--- src/rtl/i2c_dac_regs.sv ---
module i2c_dac_regs #(
  parameter int         NCH      = 4,
  parameter int         CW       = 8,
  parameter logic [4:0] ADDR_HI  = 5'b01000,
  parameter logic [7:0] REG_BASE = 8'hF8,
  parameter int         FILT     = 3
) (
  input  logic              clk,
  input  logic              rst_n,
  input  logic              scl_i,
  input  logic              sda_i,
  input  logic [1:0]        addr_pin,
  output logic              sda_oe,
  output logic [NCH-1:0]    ch_src,
  output logic [NCH*(CW-1)-1:0] ch_mag
);
  localparam int MW  = CW - 1;
  localparam int FCW = $clog2(FILT + 1);
  localparam int IW  = (NCH > 1) ? $clog2(NCH) : 1;

  typedef enum logic [2:0] {S_IDLE, S_ADDR, S_PTR, S_WR, S_RD, S_IGN} st_t;

  logic [1:0] raw, s1, s2, flt, flt_d;
  logic [FCW-1:0] fc [2];

  assign raw = {scl_i, sda_i};

  for (genvar g = 0; g < 2; g++) begin : g_line
    always_ff @(posedge clk or negedge rst_n) begin
      if (!rst_n) begin
        s1[g]  <= 1'b1;
        s2[g]  <= 1'b1;
        flt[g] <= 1'b1;
        fc[g]  <= '0;
      end else begin
        s1[g] <= raw[g];
        s2[g] <= s1[g];
        if (s2[g] != flt[g]) begin
          if (fc[g] == FCW'(FILT - 1)) begin
            flt[g] <= s2[g];
            fc[g]  <= '0;
          end else begin
            fc[g] <= fc[g] + 1'b1;
          end
        end else begin
          fc[g] <= '0;
        end
      end
    end
  end

  always_ff @(posedge clk or negedge rst_n)
    if (!rst_n) flt_d <= 2'b11;
    else        flt_d <= flt;

  logic scl_f, sda_f, scl_rise, scl_fall, start, stop;
  assign scl_f    = flt[1];
  assign sda_f    = flt[0];
  assign scl_rise = scl_f & ~flt_d[1];
  assign scl_fall = ~scl_f & flt_d[1];
  assign start    = flt_d[1] & scl_f & flt_d[0] & ~sda_f;
  assign stop     = flt_d[1] & scl_f & ~flt_d[0] & sda_f;

  st_t        st;
  logic [3:0] bitcnt;
  logic       in_ack, ack_go, rw, mack;
  logic [6:0] sh, tx;
  logic [7:0] ptr;
  logic [CW-1:0] regs [NCH];

  logic [7:0]    rx, idx;
  logic          in_rng, addr_ok;
  logic [CW-1:0] rd_byte;

  assign rx      = {sh, sda_f};
  assign idx     = ptr - REG_BASE;
  assign in_rng  = idx < 8'(NCH);
  assign rd_byte = in_rng ? regs[idx[IW-1:0]] : '0;
  assign addr_ok = rx[7:1] == {ADDR_HI, addr_pin};

  logic is_idle, is_ign;
  assign is_idle = st == S_IDLE;
  assign is_ign  = st == S_IGN;

  always_ff @(posedge clk or negedge rst_n) begin
    if (!rst_n) begin
      st     <= S_IDLE;
      bitcnt <= '0;
      in_ack <= 1'b0;
      ack_go <= 1'b0;
      rw     <= 1'b0;
      mack   <= 1'b0;
      sh     <= '0;
      tx     <= '0;
      ptr    <= '0;
      sda_oe <= 1'b0;
      for (int i = 0; i < NCH; i++) regs[i] <= '0;
    end else if (start) begin
      st     <= S_ADDR;
      bitcnt <= '0;
      in_ack <= 1'b0;
      sda_oe <= 1'b0;
    end else if (stop) begin
      st     <= S_IDLE;
      bitcnt <= '0;
      in_ack <= 1'b0;
      sda_oe <= 1'b0;
    end else if (st != S_IDLE && st != S_IGN) begin
      if (scl_rise) begin
        if (!in_ack) begin
          sh     <= rx[6:0];
          bitcnt <= bitcnt + 1'b1;
          if (bitcnt == 4'd7) begin
            unique case (st)
              S_ADDR: begin ack_go <= addr_ok; rw <= rx[0]; end
              S_PTR:  begin ack_go <= 1'b1; ptr <= rx; end
              S_WR: begin
                ack_go <= 1'b1;
                if (in_rng) regs[idx[IW-1:0]] <= rx;
                ptr <= ptr + 1'b1;
              end
              S_RD:   begin ack_go <= 1'b0; ptr <= ptr + 1'b1; end
              default: ;
            endcase
          end
        end else if (st == S_RD) begin
          mack <= ~sda_f;
        end
      end else if (scl_fall) begin
        if (!in_ack && bitcnt == 4'd8) begin
          in_ack <= 1'b1;
          sda_oe <= (st != S_RD) && ack_go;
        end else if (in_ack) begin
          in_ack <= 1'b0;
          bitcnt <= '0;
          sda_oe <= 1'b0;
          unique case (st)
            S_ADDR:
              if (!ack_go) st <= S_IGN;
              else if (rw) begin
                st     <= S_RD;
                tx     <= rd_byte[6:0];
                sda_oe <= ~rd_byte[7];
              end else st <= S_PTR;
            S_PTR: st <= S_WR;
            S_RD:
              if (mack) begin
                tx     <= rd_byte[6:0];
                sda_oe <= ~rd_byte[7];
              end else st <= S_IGN;
            default: ;
          endcase
        end else if (st == S_RD) begin
          sda_oe <= ~tx[6];
          tx     <= {tx[5:0], 1'b0};
        end
      end
    end
  end

  for (genvar c = 0; c < NCH; c++) begin : g_ch
    assign ch_src[c]           = regs[c][CW-1];
    assign ch_mag[c*MW +: MW]  = regs[c][MW-1:0];
  end
endmodule

--- config.mk ---
export PLATFORM = sky130hd
export DESIGN_NAME = i2c_dac_regs
export DESIGN_NICKNAME = d
export VERILOG_FILES = /design/src/rtl/i2c_dac_regs.sv
export SDC_FILE = /design/constraint.sdc
export NUM_CORES = 1
export LEC_CHECK = 0
export ABC_AREA = 1
export BUFFER_PORTS_ARGS = -buffer_cell sky130_fd_sc_hd__buf_2
export CAP_MARGIN = 20
export CELL_PAD_IN_SITES_DETAIL_PLACEMENT = 2
export CELL_PAD_IN_SITES_GLOBAL_PLACEMENT = 2
export CORE_ASPECT_RATIO = 0.9
export CORE_MARGIN = 3
export CORE_UTILIZATION = 38
export CTS_BUF_LIST = sky130_fd_sc_hd__clkbuf_8
export DETAILED_ROUTE_END_ITERATION = 10
export PLACE_DENSITY_LB_ADDON = 0.15
export SLEW_MARGIN = 20
export SYNTH_ARGS = -nofsm -noshare
export SYNTH_HDL_FRONTEND = slang
export SYNTH_SLANG_ARGS = --single-unit
--- constraint.sdc ---
create_clock -name clk -period 3.9 [get_ports clk]
set_input_delay 0.195 -clock clk [delete_from_list [all_inputs] [get_ports clk]]
set_output_delay 0.195 -clock clk [all_outputs]
set_load 0.02 [all_outputs]
==> impl_metrics.yaml <==
status:
  status: "finished clean"
cts:
  cts_setup_buffers: 0
  cts_num_sinks: 78
  cts_tree: "yes"
  cts_root_buf: "clkbuf_8"
  path_clk_slew_ns: 0.08
  cts_buffers: 9
  clockBufferDepth: 2
  cts_max_level: 3
  clock_latency_ns: 0.37
placement:
  globalplace.congestion: 0.798
  port_buffers: 38
  dp_hpwl_um: 9790
  place_ws_ns: 1.15
setup_path:
  max_stage_delay_ns: 0.67
  criticalPathCategory: "register to register"
  crit_buf_inv: 1
  crit_required_ns: 4.15
  regToRegStartpoint: "ptr[3]"
  crit_start: "ptr[3]"
  critPathSlowestCell: "nor3_4"
  path_cells: "ha_1, inv_1, nand2_1, nand2_1, nand3_1, nor3_4, nand3_1, nand2_1, nand2_1"
  worstSetupEndpointType: "register"
  crit_top_cell: "nand2_1"
  arrival_ns: 3.00
  worstPathMaxFanout: 23
  crit_family: "simple AND/OR/NAND/NOR gates"
  crit_path_start_kind: "register"
global_routing:
  grt-ovfl-total: 0
  grt_usage: 0.236
  grt_pass1_wl_um: 22300
  antenna_found_initial: 0
  grt_max_degree: 79
  grt_pass1_vias: 4190
timing:
  fin_tns_setup_ns: 0
  fmax_mhz: 363
  max_slew_margin: 0.452
  grt_setup_unrepaired: "false"
  drv_slew: 0
  worstMarginPinSlew_ns: 0.819
  whs_ns: 0.328
  hold_violations: 0
  finalSetupViolations: 0
  setup_slack_ns: 1.14
  period_share: 0.707
  period_minus_slack_ns: 2.76
  finClkSkew_ns: 0.00770
finish:
  nNetsFinal: 602
  drive_gt1_frac: 0.120
  diodes: 0
  areaGrowthSynthToFinish_pct: 13.0
synthesis:
  synth_edf_count: 0
  synth-compound-area-share: 0.0830
  synth_simple_gate_area_frac: 0.330
  yosys-mux-area-fraction: 0
  synth_top_family_by_area: "simple AND/OR/NAND/NOR gates"
  synthTopCellsByArea: "dfrtp_1 (42%), nand2_1 (17%), o21ai_0 (7.0%), nand4_1 (5.6%), dfstp_2 (5.1%)"
  synthesis.area_sq_um: 4140
  synth_ff_type: "dfrtp_1"
  async_reset_ff_frac: 1.00
  synth_area_per_cell_sq_um: 7.51
  ys_warn_count: 0
  synth_top_area_frac: 0.423
  synthAdderAreaFrac: 0.0302
  yosysMostFrequentCell: "nand2_1"
  ys_seq_area_frac: 0.473
  syn_nets: 568
  synth_top_area_cell: "dfrtp_1"
  synth_xor_area_frac: 0.0127
  yosysUniqueCellTypes: 27
  postSynthCellCount: 552
  synth-seq-cells: 78
  netlist_top_cells_count: "nand2_1 (191), dfrtp_1 (70), o21ai_0 (58), inv_1 (48), nor2_1 (46)"
min_path:
  min_path_type: "input pin to register"
  hold_start: "addr_pin[0]"
power_and_ir_drop:
  power.leakage_nw: 2.48
  p_seq_frac: 0.476
  p_per_area_nw_per_um2: 441
  finalPower_mw: 2.06
  internal-power_mw: 1.38
  switching_share: 0.331
  power_frac_clock: 0.335
  netSwitchingPower_mw: 0.682
  combPwrFrac: 0.189
  vdd_drop_max_mv: 0.309
route:
  vias: 3924
  dr.pass1.iters: 4
  via_per_inst: 5.45
  ant_nets: 0
  wl_um: 13500
  avgRoutedWirePerCell_um: 18.8
  drc_errors: 0
  drtIter0Drc: 244
flow_run:
  maxCapViolCount: 0
die:
  io_pins: 39
  fp-row-count: 35
  die_y_um: 105
  fp.coreArea_sq_um: 10400
  start_util: 0.398
  die_area_sq_um: 12200
  die_x_um: 116
state kept, by name, indices dropped and copies added, names as in the netlist:
signal and cells:
sda_oe 1, ch_src 4, s2 2, sda_f 1, st 3, ch_mag 28, rw 1, scl_f 1
fc 4, bitcnt 4, mack 1, sh 7, in_ack 1, s1 2, ack_go 1, ptr 8
tx 7, flt_d 2
cells by family (layout without fill, tap and decap cells):
group / count (synthesis) / count (layout)
AO/OA/AOI/OAI: 67 / 67
XOR/XNOR: 6 / 6
adder cells (fa/ha/maj): 10 / 10
buffers and inverters: 72 / 111
flip-flops: 78 / 78
AND/OR/NAND/NOR: 319 / 319
per-stage QoR:
step,util,cell area [sq um],cells
after detailed placement,0.425,4430,701
final,0.449,4680,720
after global routing,0.449,4680,720
after floorplan,-,4140,552
after global placement,0.425,4430,701
after CTS,0.448,4670,719
final timing paths:
path | end | slack [ns] | cells past startpoint
setup / recovery | ch_mag[5] | 1.14 | 9
hold / removal | ack_go | 0.33 | 6
setup reg to reg | ch_mag[5] | 1.14 | 9
hold reg to reg | s2[1] | 0.36 | 0
max in group asynchronous | sh[1] | 2.97 | 2
min in group asynchronous | ch_mag[6] | 0.44 | 2
timing repair:
item,CTS,global route
hold buffers,2,1
endpoints found under the hold margin,2,70
gates resized for setup,0,0
power by group through the flow:
stage	logic [mW]	clock network, mW	registers [mW]
after floorplan	0.279	0	0.948
after global placement	0.353	0	0.989
after detailed placement	0.389	0	0.998
after CTS	0.395	0.709	0.983
after global routing	0.447	0.745	0.994
final	0.390	0.692	0.982
placed cells by master, fill, tap and decap left out, types with 2 or more instances in the layout:
cell and count:
o21ai_0 58, clkinv_2 2, dlygate4sd3_1 3, nand2_1 191
clkbuf_8 10, nor2_1 45, nand4_1 37, ha_1 10
a21oi_1 4, nor3_1 8, buf_2 37, xnor2_1 5
dfstp_2 8, nand3_1 33, clkinvlp_4 2, inv_1 48
buf_4 4, dfrtp_1 70, bufinv_16 2
per-layer routing:
metal  up-vias  global-route usage  part of all wire
met5         -                   0                 0
met4         0              0.0522             0.012
met3        15              0.0475             0.040
met2        68               0.401              0.50
met1      1974               0.309              0.45
li1       1867                   -                 -
area by class of cell:
type                       instances  area [sq um]
clock inverter                     6          85.1
fill                            1258          5740
multi-input combinational        402          1890
clock buffer                      10           138
tap                              129           161
timing repair buffer              45           256
sequential                        78          1960
inverter                          50           188
worst min-delay path: cells and delay by family:
| family | cells | cell delay [ns] |
|---|---|---|
| xor+xnor | 1 | 0.06 |
| simple gates | 3 | 0.21 |
| compound gates | 1 | 0.10 |
| buf+inv | 1 | 0.08 |
Power figures use the tool's default switching activity.
